`config.mk`:
```
export PLATFORM = sky130hd
export DESIGN_NAME = kbd_link_responder
export DESIGN_NICKNAME = d
export VERILOG_FILES = /design/src/rtl/kbd_link_pkg.sv /design/src/rtl/kbd_byte_queue.sv /design/src/rtl/kbd_cmd_seq.sv /design/src/rtl/kbd_lock_filter.sv /design/src/rtl/kbd_link_responder.sv
export SDC_FILE = /design/constraint.sdc
export NUM_CORES = 1
export LEC_CHECK = 0
export BUFFER_PORTS_ARGS = -buffer_cell sky130_fd_sc_hd__buf_2
export CELL_PAD_IN_SITES_DETAIL_PLACEMENT = 1
export CELL_PAD_IN_SITES_GLOBAL_PLACEMENT = 1
export CORE_MARGIN = 2
export CORE_UTILIZATION = 33
export CTS_CLUSTER_SIZE = 16
export DETAILED_ROUTE_END_ITERATION = 8
export PLACE_DENSITY_LB_ADDON = 0.1
export SETUP_SLACK_MARGIN = 0.15
export SLEW_MARGIN = 20
export SYNTH_ARGS = -nofsm -noshare
export SYNTH_HDL_FRONTEND = slang
export SYNTH_HIERARCHICAL = 1
export SYNTH_SLANG_ARGS = --single-unit
```
`constraint.sdc`:
```
create_clock -name clk -period 8 [get_ports clk]
set_input_delay 1.2 -clock clk [delete_from_list [all_inputs] [get_ports clk]]
set_output_delay 1.2 -clock clk [all_outputs]
set_load 0.02 [all_outputs]
```
`src/rtl/kbd_link_pkg.sv`:
```
package kbd_link_pkg;
  localparam int KEY_W = 7;

  localparam logic [7:0] CMD_IDENT   = 8'h01;
  localparam logic [7:0] CMD_LED     = 8'h0E;
  localparam logic [7:0] CMD_LAYOUT0 = 8'h07;
  localparam logic [7:0] CMD_LAYOUT1 = 8'h0F;

  typedef enum logic [1:0] {
    REPLY_NONE   = 2'd0,
    REPLY_IDENT  = 2'd1,
    REPLY_LAYOUT = 2'd2
  } reply_e;

  // Index of the final byte of each reply.
  function automatic logic [1:0] reply_last(input reply_e kind);
    case (kind)
      REPLY_IDENT:  return 2'd2;
      REPLY_LAYOUT: return 2'd1;
      default:      return 2'd0;
    endcase
  endfunction

  function automatic logic [7:0] reply_byte(input reply_e kind, input logic [1:0] idx);
    logic [7:0] b;
    b = 8'h00;
    if (kind == REPLY_IDENT) begin
      case (idx)
        2'd0:    b = 8'hFF;
        2'd1:    b = 8'h04;
        default: b = 8'h7F;
      endcase
    end else if (kind == REPLY_LAYOUT) begin
      b = (idx == 2'd0) ? 8'hFE : 8'h21;
    end
    return b;
  endfunction
endpackage

```
`src/rtl/kbd_byte_queue.sv`:
```
module kbd_byte_queue #(
  parameter int DEPTH = 16,
  localparam int PTR_W = (DEPTH > 1) ? $clog2(DEPTH) : 1,
  localparam int CNT_W = $clog2(DEPTH + 1)
) (
  input  logic             clk,
  input  logic             rst_n,
  input  logic             clr,
  input  logic             push,
  input  logic [7:0]       push_data,
  input  logic             pop,
  output logic [7:0]       head_data,
  output logic [CNT_W-1:0] level
);
  logic [7:0]       mem [DEPTH];
  logic [PTR_W-1:0] rptr, wptr;
  logic             full, do_push, do_pop;
  logic [PTR_W-1:0] waddr;

  function automatic logic [PTR_W-1:0] bump(input logic [PTR_W-1:0] p);
    return (p == PTR_W'(DEPTH - 1)) ? '0 : p + PTR_W'(1);
  endfunction

  assign full    = (level == CNT_W'(DEPTH));
  assign do_push = push && (clr || !full);
  assign do_pop  = pop && !clr && (level != '0);
  assign waddr   = clr ? '0 : wptr;
  assign head_data = mem[rptr];

  always_ff @(posedge clk) begin
    if (do_push) mem[waddr] <= push_data;
  end

  always_ff @(posedge clk or negedge rst_n) begin
    if (!rst_n) begin
      rptr  <= '0;
      wptr  <= '0;
      level <= '0;
    end else if (clr) begin
      rptr  <= '0;
      wptr  <= push ? PTR_W'(1) : '0;
      level <= push ? CNT_W'(1) : '0;
    end else begin
      if (do_push) wptr <= bump(wptr);
      if (do_pop)  rptr <= bump(rptr);
      level <= level + CNT_W'(do_push) - CNT_W'(do_pop);
    end
  end
endmodule

```
`src/rtl/kbd_cmd_seq.sv`:
```
module kbd_cmd_seq
  import kbd_link_pkg::*;
(
  input  logic       clk,
  input  logic       rst_n,
  input  logic       cmd_valid,
  input  logic [7:0] cmd_data,
  output logic       cmd_ready,
  output logic       q_clr,
  output logic       q_push,
  output logic [7:0] q_data,
  output logic       led_mode
);
  reply_e     kind;
  logic [1:0] idx;
  logic       busy, acc;

  assign busy      = (kind != REPLY_NONE);
  assign cmd_ready = !busy;
  assign acc       = cmd_valid && !busy;

  always_comb begin
    q_clr  = 1'b0;
    q_push = 1'b0;
    q_data = 8'h00;
    if (busy) begin
      q_push = 1'b1;
      q_data = reply_byte(kind, idx);
    end else if (acc && !led_mode) begin
      if (cmd_data == CMD_IDENT) begin
        q_clr  = 1'b1;
        q_push = 1'b1;
        q_data = reply_byte(REPLY_IDENT, 2'd0);
      end else if (cmd_data == CMD_LAYOUT0 || cmd_data == CMD_LAYOUT1) begin
        q_clr  = 1'b1;
        q_push = 1'b1;
        q_data = reply_byte(REPLY_LAYOUT, 2'd0);
      end
    end
  end

  always_ff @(posedge clk or negedge rst_n) begin
    if (!rst_n) begin
      kind     <= REPLY_NONE;
      idx      <= 2'd0;
      led_mode <= 1'b0;
    end else if (busy) begin
      if (idx == reply_last(kind)) kind <= REPLY_NONE;
      else                         idx  <= idx + 2'd1;
    end else if (acc) begin
      if (led_mode) begin
        led_mode <= 1'b0;
      end else if (cmd_data == CMD_IDENT) begin
        kind <= REPLY_IDENT;
        idx  <= 2'd1;
      end else if (cmd_data == CMD_LAYOUT0 || cmd_data == CMD_LAYOUT1) begin
        kind <= REPLY_LAYOUT;
        idx  <= 2'd1;
      end else if (cmd_data == CMD_LED) begin
        led_mode <= 1'b1;
      end
    end
  end
endmodule

```
`src/rtl/kbd_lock_filter.sv`:
```
module kbd_lock_filter #(
  parameter int NUM_LOCKS = 2,
  parameter int ID_W = 2
) (
  input  logic            clk,
  input  logic            rst_n,
  input  logic            ev_fire,
  input  logic [ID_W-1:0] ev_lock,
  input  logic            ev_release,
  output logic            ev_drop
);
  logic [NUM_LOCKS-1:0] drop_vec;

  for (genvar g = 0; g < NUM_LOCKS; g++) begin : g_lock
    logic [1:0] st, nxt;
    logic       hit;
    assign hit = ev_fire && (ev_lock == ID_W'(g + 1));
    assign nxt = ev_release ? (st ^ 2'b10) : (st ^ 2'b01);
    assign drop_vec[g] = hit && (nxt == (ev_release ? 2'd3 : 2'd2));
    always_ff @(posedge clk or negedge rst_n) begin
      if (!rst_n)   st <= 2'd0;
      else if (hit) st <= nxt;
    end
  end

  assign ev_drop = |drop_vec;
endmodule

```
`src/rtl/kbd_link_responder.sv`:
```
module kbd_link_responder
  import kbd_link_pkg::*;
#(
  parameter int DEPTH = 16,
  parameter int NUM_LOCKS = 2,
  localparam int LOCK_ID_W = $clog2(NUM_LOCKS + 1),
  localparam int CNT_W = $clog2(DEPTH + 1)
) (
  input  logic                 clk,
  input  logic                 rst_n,
  input  logic                 cmd_valid,
  output logic                 cmd_ready,
  input  logic [7:0]           cmd_data,
  input  logic                 key_valid,
  output logic                 key_ready,
  input  logic [KEY_W-1:0]     key_code,
  input  logic                 key_release,
  input  logic [LOCK_ID_W-1:0] key_lock,
  output logic                 rx_valid,
  input  logic                 rx_ready,
  output logic [7:0]           rx_data
);
  logic             seq_clr, seq_push, led_mode;
  logic [7:0]       seq_data, head_data, push_data;
  logic             key_fire, key_drop, key_push, q_push;
  logic [CNT_W-1:0] q_level;

  kbd_cmd_seq seq_i (
    .clk(clk), .rst_n(rst_n), .cmd_valid(cmd_valid), .cmd_data(cmd_data),
    .cmd_ready(cmd_ready), .q_clr(seq_clr), .q_push(seq_push),
    .q_data(seq_data), .led_mode(led_mode)
  );

  assign key_ready = cmd_ready && !cmd_valid;
  assign key_fire  = key_valid && key_ready;

  kbd_lock_filter #(.NUM_LOCKS(NUM_LOCKS), .ID_W(LOCK_ID_W)) lock_i (
    .clk(clk), .rst_n(rst_n), .ev_fire(key_fire), .ev_lock(key_lock),
    .ev_release(key_release), .ev_drop(key_drop)
  );

  assign key_push  = key_fire && !key_drop;
  assign q_push    = seq_push || key_push;
  assign push_data = seq_push ? seq_data : {key_release, key_code};

  kbd_byte_queue #(.DEPTH(DEPTH)) q_i (
    .clk(clk), .rst_n(rst_n), .clr(seq_clr), .push(q_push),
    .push_data(push_data), .pop(rx_valid && rx_ready),
    .head_data(head_data), .level(q_level)
  );

  assign rx_valid = (q_level != '0);
  assign rx_data  = rx_valid ? head_data : 8'h00;
endmodule

```
==> summary.md, run 1 <==
| Metric | Value |
|---|---|
| Status | finished, final reports clean |
| Main synth FF type | edfxtp_1 |
| Worst-path clk slew | approximately 0.060 ns |
| Min Hold Slack | 0.465 ns |
| Synth-to-layout area growth | 13.5% |
| Crit Path Class | in -> reg |
| Detailed Route WL | 16900 µm |
| H-tree levels | 4 |
| Number of core rows | 52 |
| First-pass GRT wire length | roughly 26000 µm |
| Post-CTS Hold Buffers | 0 |
| Detailed-route DRC error count | 0 |
| Critical R2R Launch | seq_i/kind[1]$_DFFE_PN0P_ |
| Yosys top cell by area | edfxtp_1 |
| Pwr Density | ~350 mW/mm² |
| Ranking of synthesized cells by area | edfxtp_1 (56%), dfrtp_1 (8.0%), mux4_2 (5.2%) |
| FF+latch count, synth | 150 |
| Drt first pass iters | 4 |
| Global Route Usage Sum | 16.3% |
| Post-route setup TNS | 0 ns |
| Vias/cell | 5.13 |
| Die ar. | roughly 0.022 mm² |
| Cell Count Post-Placement | 733 |
| DR vias | 3928 |
| VDD IR max | 0.151 mV |
| Total grt overflow | 0 |
| Headroom to the max-slew limit | 25.3% |
| Largest net degree at the start of global routing | 54 |
| Most frequent cells in the layout | edfxtp_1 (128), mux2i_1 (34), buf_2 (33) |
| Mapped cell area | 0.00690 mm² |
| TritonCTS buffer count | 17 |
| Fmax achieved | 0.239 GHz |
| Clock Tree Buf Depth | 2 |
| Worst R2R Path Depth | 17 |
| Synth warn | 6 |
| Hold Fails Final Rpt | 0 |
| Final Worst Setup Slack | 3.81 ns |
| Post-Layout Cell Count | 765 |
| Register area share after synthesis | between 60% and 70% |
| # clock sinks | 150 |
| WP data arrival | 4.45 ns |
| EDFF count, synth | 128 |
| Initial Util | about a third |
| CTS tree | done |
| Post-layout util | 38.4% |
| Core Box Area | 0.0204 mm² |
| Worst-margin pin slew | 1.12 ns |
| WL per Instance | between 20 and 25 µm |
| Post-synthesis instance total | 450 |
| # resized after CTS | 0 |
| Reg2reg setup slack | 3.94 ns |
| Shortest period the worst path allows | 4.19 ns |
| Hold Path Sink | lock_i/g_lock[0].st[0]$_DFFE_PN0P_ |
| Reg2reg end | q_i/level[4]$_DFF_PN0_ |
| Unique masters post-synth | 61 |
| Ys async rst share | 14.7% |
| Vias in the first global route | 4286 |
| # IOs | 34 |
| N_diodes | 0 |
| Post-synth top area share | 55.7% |
| Hold_sp | lock_i/g_lock[0].st[0]$_DFFE_PN0P_ |
| First DRT Iteration DRCs | 218 |
| Share of layout cells above drive strength 1 | 23.8% |
| Fin. max-slew vios | 0 |
| Max-cap violations | 0 |
| RSZ-0062 raised after global routing | no |
| Hold Path Stages | 1 |
| DP Worst Slack | 3.34 ns |
| Nets | 517 |
| WP data required | 8.26 ns |
| Post-CTS setup buffer count | 0 |
| Net Count, Synth | 485 |
| PortBufs | 33 |
| Post-DP HPWL | around 11000 µm |
| Worst-Skew Late Latency | 0.42 ns |
| Syn avg cell area | between 15 and 20 µm² |
| Final ANT Viol Nets | 0 |
| GP Congestion | 0.706 |
| Fin Clk Skew | between 0.008 and 0.009 ns |
| Initial antenna violation count | 0 |
| Crit. End Element | register |
| Die width | 149 µm |
| Critical Path Fanout Max | 10 |
| Die Ht | 149 µm |
| Root Buffer | clkbuf_16 |
| Commonest non-fill, non-tap cell in the layout | edfxtp_1 |
| Crit start category | primary input |
| # setup viols final | 0 |
| Filler cells | 2100 |
| Hold WC Path Type | reg -> reg |
| Lkg Pwr | 2.74 nW |
| Period utilization | 52.4% |
[per-stage QoR]
stage | total power, mW | area, µm²
global placement | 2.01 | 7240
CTS | 2.80 | 7830
finish | 2.76 | 7830
global route | 2.92 | 7830
detailed placement | 2.02 | 7260
floorplan | 1.76 | 6900
[worst max-delay path, stage by stage]
cell and delay (ns):
buf_2 0.11, nor4b_4 0.36, nand3_1 0.19, a21oi_1 0.66, buf_4 0.30, o21ai_1 0.16
ha_1 0.31, inv_1 0.05, ha_1 0.16, inv_1 0.06, fa_1 0.37, nor2b_1 0.19
o21bai_1 0.12, a21oi_1 0.15, nor3b_1 0.06
[cell usage after synthesis, types with 2 or more instances]
library cell / count
a21boi_0: 9
a21oi_1: 13
o21a_1: 2
buf_2: 4
nor2b_1: 7
inv_1: 16
mux2i_1: 34
a22oi_1: 10
xor2_1: 5
o21ai_1: 5
nand2b_1: 2
edfxtp_1: 128
nor2_1: 28
mux4_2: 16
and2_1: 2
nand3b_1: 2
clkbuf_1: 6
a221oi_1: 4
dfrtp_1: 22
xnor2_1: 5
buf_6: 8
nor3b_1: 2
nand3_1: 5
mux2_2: 9
a21o_1: 2
buf_4: 4
nor3_1: 6
o21ai_0: 15
nand4b_1: 5
ha_1: 11
nand2_1: 22
a221oi_2: 12
[per-layer routing]
metal / vias up / wire length, µm / global-route usage (%)
li1: 1816 / - / -
met1: 2062 / 7970 / 21.8
met2: 40 / 8430 / 27.4
met3: 10 / 347 / 3.10
met4: 0 / 147 / 4.29
met5: - / 0 / 0
[registers in the layout, indices dropped and copies added (netlist names)]
name and cells:
q_i/rptr 4, q_i/level 5, seq_i/led_mode 1, seq_i/idx 2, lock_i/g_lock.st 4, q_i/mem 128
q_i/wptr 4, seq_i/kind 2
[report_power, final]
group | switching [mW] | internal, mW
registers | 0.0970 | 0.949
logic | 0.565 | 0.374
clock network | 0.313 | 0.457
total | 0.975 | 1.78
[how the worst max path moves through the flow]
stage,start,to,slack (ns),cells after the start
floorplan,cmd_data[1],q_i/level[4]$_DFF_PN0_,4.03,14
global placement,cmd_data[7],q_i/mem[3][3]$_DFFE_PP_,3.34,8
detailed placement,cmd_data[7],q_i/level[4]$_DFF_PN0_,3.34,15
CTS,cmd_data[7],q_i/level[4]$_DFF_PN0_,3.75,15
global route,cmd_data[7],q_i/level[4]$_DFF_PN0_,3.47,15
finish,cmd_data[7],q_i/level[4]$_DFF_PN0_,3.81,15
[layout make-up]
cell class / instances / area, µm² / share of cell area (%)
Tap cell: 270 / 338 / 4.32
Clock buffer: 19 / 433 / 5.53
Clock inverter: 13 / 133 / 1.69
Timing Repair Buffer: 37 / 195 / 2.49
Inverter: 17 / 63.8 / 0.815
Multi-Input combinational cell: 259 / 2270 / 29.0
Sequential cell: 150 / 4400 / 56.2
[logic make-up after synthesis]
family,count (synthesis),synth area share [%]
AOI/OAI and AO/OA,83,9.49
xor gates and xnor gates,10,1.27
adders and majority gates,12,2.29
buffers and inverters,41,3.63
DFF,150,63.7
muxes,59,11.6
and+or+nand+nor,95,7.98
Power figures use the tool's default switching activity.
==> inputs of run 2 (changes only) <==
==> constraint.sdc (replaced) <==
create_clock -name clk -period 3.92 [get_ports clk]
set_input_delay 0.588 -clock clk [delete_from_list [all_inputs] [get_ports clk]]
set_output_delay 0.588 -clock clk [all_outputs]
set_load 0.02 [all_outputs]
==> summary.md, run 2 (synthesis gave the netlist of run 1 again) <==
| Metric | Value |
|---|---|
| Hold Fails Final Rpt | 0 |
| Detailed Route WL | about 17000 µm |
| Global Route Usage Sum | 16.1% |
| Combinational share of power | between 30% and 40% |
| Biggest register | q_i/mem |
| Status | finished, final reports clean |
| First DRT Iteration DRCs | 232 |
| Synth-to-layout area growth | 16.2% |
| Internal power | between 3 and 4 mW |
| Final ANT Viol Nets | 0 |
| Hold WC Path Type | in -> async |
| First-pass GRT wire length | 25800 µm |
| CP bufs+invs | 2 |
| Fmax achieved | 0.285 GHz |
| # IOs | 34 |
| Max incr delay on CP | 0.96 ns |
| Post-DP HPWL | 11300 µm |
| Crit path launch | q_i/rptr[0]$_DFFE_PN0P_ |
| Crit start category | register |
| Reg power frac | 38.5% |
| Nets | 540 |
| H-tree levels | 4 |
| Final Power | 5.68 mW |
| TritonCTS buffer count | 17 |
| Total grt overflow | 0 |
| Vias/cell | 5.13 |
| Shortest period the worst path allows | ~3.5 ns |
| RSZ-0062 raised after global routing | no |
| WP data arrival | about 2.9 ns |
| Crit Path Class | reg -> out |
| Max FFs per register | 128 |
| Fin. max-slew vios | 0 |
| Die width | 149 µm |
| Max-cap violations | 0 |
| Critical-path cell list | buf_12, mux2i_1, a221oi_1, a22oi_1, nand2_1, a21boi_0, buf_2 |
| CP Capture Point | rx_data[4] |
| Critical R2R Launch | seq_i/kind[0]$_DFFE_PN0P_ |
| Detailed-route DRC error count | 0 |
| GP Congestion | between 0.7 and 0.8 |
| # setup viols final | 0 |
| Largest net degree at the start of global routing | 30 |
| Period utilization | roughly nine tenths |
| Worst R2R Path Depth | 17 |
| Worst path depth | 7 |
| Die ar. | 0.0221 mm² |
| Min Hold Slack | about 0.14 ns |
| Core Box Area | 0.0204 mm² |
| Commonest non-fill, non-tap cell in the layout | edfxtp_1 |
| Most frequent cells in the layout | edfxtp_1 (128), mux2i_1 (34), buf_2 (33) |
| Initial Util | between 30% and 40% |
| Crit. End Element | primary output |
| Lkg Pwr | 2.87 nW |
| WL per Instance | 21.1 µm |
| Post-route setup TNS | 0 ns |
| Crit-path slowest cell | dfrtp_2 |
| Fin Clk Skew | 0.0118 ns |
| Pwr Density | 709 mW/mm² |
| DP Worst Slack | 0.292 ns |
| Sw Pwr | 2.04 mW |
| Critical Path Fanout Max | 29 |
| Initial antenna violation count | 0 |
| Clock Tree Buf Depth | 2 |
| Crit path max-delay family | flip-flops |
| Final Worst Setup Slack | 0.416 ns |
| # clock sinks | 150 |
| PortBufs | 33 |
| Worst-Skew Late Latency | between 0.4 and 0.5 ns |
| Number of core rows | 52 |
| Worst-margin pin slew | 0.933 ns |
| Share of layout cells above drive strength 1 | between 20 and 30% |
| N_diodes | 0 |
| Root Buffer | clkbuf_16 |
| Worst-path clk slew | approximately 0.070 ns |
| Headroom to the max-slew limit | 37.8% |
| Drt first pass iters | 4 |
| Reg2reg setup slack | between 0.5 and 0.6 ns |
| Die Ht | 149 µm |
| CTS tree | done |
| Top Registers | q_i/mem: 128 flops, q_i/level: 5 flops |
| Clk pwr share | 27.8% |
| Sw Share | 36.0% |
| Vias in the first global route | around 4300 |
| Post-CTS setup buffer count | 0 |
| Reg2reg end | q_i/level[4]$_DFF_PN0_ |
| VDD IR max | 0.318 mV |
| DR vias | ~4000 |
| WP data required | roughly 3.3 ns |
-- run 2: worst reg2reg max path, cell delays in order (launching register included) --
cell      delay [ns]
dfrtp_1         0.51
nor2_1          0.19
and3b_2         0.28
nand4b_1        0.15
o221ai_1        0.20
o21a_1          0.15
inv_1           0.03
a21o_1          0.22
o21ai_2         0.13
ha_1            0.27
inv_1           0.06
ha_1            0.16
inv_1           0.05
fa_1            0.37
nor2b_1         0.16
o21bai_1        0.10
a21oi_1         0.16
nor3b_1         0.06
-- run 2: cell type report --
class,instances,area (µm²)
Clock inverter,14,148
Sequential cell,150,4400
Inverter,17,63.8
Tap cell,270,338
Multi-Input combinational cell,259,2260
Fill cell,2087,12400
Clock buffer,18,429
Timing Repair Buffer,60,380
-- run 2: worst min-delay path by stage --
stage                                             from                            endpoint  slack, ns  depth (start not counted)
global placement    lock_i/g_lock[1].st[0]$_DFFE_PN0P_  lock_i/g_lock[1].st[0]$_DFFE_PN0P_       0.47                          1
CTS                                              rst_n           seq_i/kind[0]$_DFFE_PN0P_       0.16                          1
global route                                     rst_n            seq_i/idx[0]$_DFFE_PN0P_       0.18                          1
floorplan                                        rst_n  lock_i/g_lock[0].st[0]$_DFFE_PN0P_       0.29                          0
detailed placement  lock_i/g_lock[1].st[0]$_DFFE_PN0P_  lock_i/g_lock[1].st[0]$_DFFE_PN0P_       0.46                          1
finish                                           rst_n            seq_i/idx[0]$_DFFE_PN0P_       0.14                          1
-- run 2: power groups by stage --
| stage | Sequential (mW) | Combinational, mW | Clock (mW) |
|---|---|---|---|
| after global routing | 2.23 | 2.10 | 1.69 |
| after floorplan | 2.06 | 1.53 | 0 |
| after CTS | 2.20 | 1.95 | 1.63 |
| after global placement | 2.22 | 1.92 | 0 |
| after detailed placement | 2.23 | 1.94 | 0 |
| final | 2.19 | 1.92 | 1.58 |
-- run 2: layer usage --
metal  wire length, µm  share of wire (%)  GRT usage, %
met1              7520                 45          21.4
met2              8160                 49          26.2
met3               713                4.3          4.05
met4               229                1.4          4.76
met5                 0                  0             0
-- run 2: stage by stage --
| step | util [%] | cell area, µm² | cells |
|---|---|---|---|
| after floorplan | - | 6900 | 450 |
| after global placement | 36.5 | 7430 | 756 |
| after detailed placement | 36.5 | 7430 | 756 |
| after CTS | 39.3 | 8010 | 788 |
| after global routing | 39.4 | 8010 | 788 |
| final | 39.4 | 8010 | 788 |
-- run 2: repair_timing --
action / 4_1_cts / 5_1_grt
setup endpoints to repair: 0 / 1
endpoints found under the hold margin: 0 / 0
resized for setup: 0 / 2
hold buffers: 0 / 0
==> inputs of run 3 (changes only) <==
--- a/config.mk
+++ b/config.mk
@@ -9,7 +9,7 @@
 export CELL_PAD_IN_SITES_DETAIL_PLACEMENT = 1
 export CELL_PAD_IN_SITES_GLOBAL_PLACEMENT = 1
 export CORE_MARGIN = 2
-export CORE_UTILIZATION = 33
+export CORE_UTILIZATION = 40
 export CTS_CLUSTER_SIZE = 16
 export DETAILED_ROUTE_END_ITERATION = 8
 export PLACE_DENSITY_LB_ADDON = 0.1
==> summary.md, run 3 (synthesis gave the netlist of run 1 again) <==
| Metric | Value |
|---|---|
| Period utilization | between 80% and 90% |
| CTS tree | done |
| Reg2reg setup slack | ~0.55 ns |
| Crit. End Element | primary output |
| Worst-margin pin slew | 0.709 ns |
| Total grt overflow | 0 |
| Crit start category | register |
| # setup viols final | 0 |
| Detailed-route DRC error count | 0 |
| Synth-to-layout area growth | 15.6% |
| WL per Instance | between 20 and 25 µm |
| Post-CTS setup buffer count | 0 |
| Nets | 537 |
| RSZ-0062 raised after global routing | no |
| Shortest period the worst path allows | between 3 and 4 ns |
| Fmax achieved | 0.286 GHz |
| Die ar. | 0.0183 mm² |
| Filler cells | around 1700 |
| Top Registers | q_i/mem: 128 flops, q_i/level: 5 flops |
| Vias/cell | approximately 5.4 |
| Critical Path Fanout Max | 11 |
| First-pass GRT wire length | around 25000 µm |
| Crit Path Class | reg -> out |
| Worst-path clk slew | 0.06 ns |
| Initial antenna violation count | 0 |
| WP data arrival | 2.91 ns |
| Global Route Usage Sum | 19.2% |
| H-tree levels | 4 |
| Worst R2R Path Depth | 17 |
| Die Ht | 135 µm |
| DP Worst Slack | between 0.2 and 0.3 ns |
| Critical R2R Launch | seq_i/kind[1]$_DFFE_PN0P_ |
| First DRT Iteration DRCs | approximately 270 |
| # clock sinks | 150 |
| Number of core rows | 48 |
| TritonCTS buffer count | 17 |
| Most frequent cells in the layout | edfxtp_1 (128), mux2i_1 (34), buf_2 (33) |
| Max-cap violations | 0 |
| DR vias | 4026 |
| # resized after CTS | 0 |
| Die width | 135 µm |
| Lkg Pwr | approximately 2.9 nW |
| VDD IR max | approximately 0.44 mV |
| Final Worst Setup Slack | 0.427 ns |
| Final ANT Viol Nets | 0 |
| Fin. max-slew vios | 0 |
| Vias in the first global route | 4318 |
| Core Box Area | 0.0171 mm² |
| Area after DPL | 0.00735 mm² |
| Status | finished, final reports clean |
| Final Power | 5.78 mW |
| Final instance area | ~0.0080 mm² |
| Hold Fails Final Rpt | 0 |
| Post-Layout Cell Count | 740 |
| Reg2reg end | q_i/level[4]$_DFF_PN0_ |
| Pwr Density | 725 mW/mm² |
| GP Congestion | 0.765 |
| Worst-Skew Late Latency | 0.42 ns |
| Max FFs per register | ~130 |
| Fin Clk Skew | a little under 0.008 ns |
| Detailed Route WL | 16400 µm |
| Post-layout util | a little under half |
| Cell Count Post-Placement | just over 700 |
| Drt first pass iters | 5 |
| Post-CTS Hold Buffers | 0 |
| Min Hold Slack | about 0.14 ns |
| PortBufs | 33 |
| Hold WC Path Type | in -> async |
| Largest net degree at the start of global routing | 38 |
| Post-DP HPWL | between 10000 and 15000 µm |
| Initial Util | between 40% and 50% |
| Headroom to the max-slew limit | 52.8% |
| Share of layout cells above drive strength 1 | between 20% and 30% |
| N_diodes | 0 |
| Biggest register | q_i/mem |
| Root Buffer | clkbuf_16 |
| Commonest non-fill, non-tap cell in the layout | edfxtp_1 |
| # IOs | 34 |
| Post-route setup TNS | 0 ns |
| Clock Tree Buf Depth | 2 |
| WP data required | 3.33 ns |
## run 3: cell type report
type	instances	area (µm²)	share of cell area, %
Tap cell	225	282	3.53
Clock inverter	13	178	2.23
Sequential cell	150	4400	55.2
Multi-Input combinational cell	259	2260	28.3
Clock buffer	19	433	5.43
Timing Repair Buffer	57	358	4.49
Inverter	17	63.8	0.801
## run 3: power breakdown
group	switching (mW)	leakage, nW	total (mW)	internal (mW)
sequential	0.270	1.42	2.21	1.94
combinational	1.08	1.16	1.87	0.797
clock	0.639	0.291	1.70	1.06
## run 3: routing by layer
metal | up-vias | track usage [%] | part of all wire (%)
li1 | 1850 | - | -
met1 | 2069 | 24.7 | 44
met2 | 81 | 32.2 | 51
met3 | 26 | 4.08 | 3.1
met4 | 0 | 7.00 | 2.2
met5 | - | 0 | 0
## run 3: worst max-delay path, stage by stage, from the launching register on
cell	delay, ns
dfrtp_1	0.70
clkinv_1	0.66
a221oi_2	0.39
o21ai_0	0.14
nand2_1	0.14
a21boi_0	0.23
buf_2	0.20
## run 3: worst max path at each step
stage	startpoint	end	cells after the start
floorplan	seq_i/kind[1]$_DFFE_PN0P_	q_i/level[4]$_DFF_PN0_	18
global placement	cmd_valid	q_i/level[4]$_DFF_PN0_	17
detailed placement	cmd_valid	q_i/level[4]$_DFF_PN0_	17
CTS	q_i/rptr[2]$_DFFE_PN0P_	rx_data[5]	7
global route	seq_i/kind[1]$_DFFE_PN0P_	q_i/level[4]$_DFF_PN0_	17
finish	q_i/rptr[3]$_DFFE_PN0P_	rx_data[5]	6
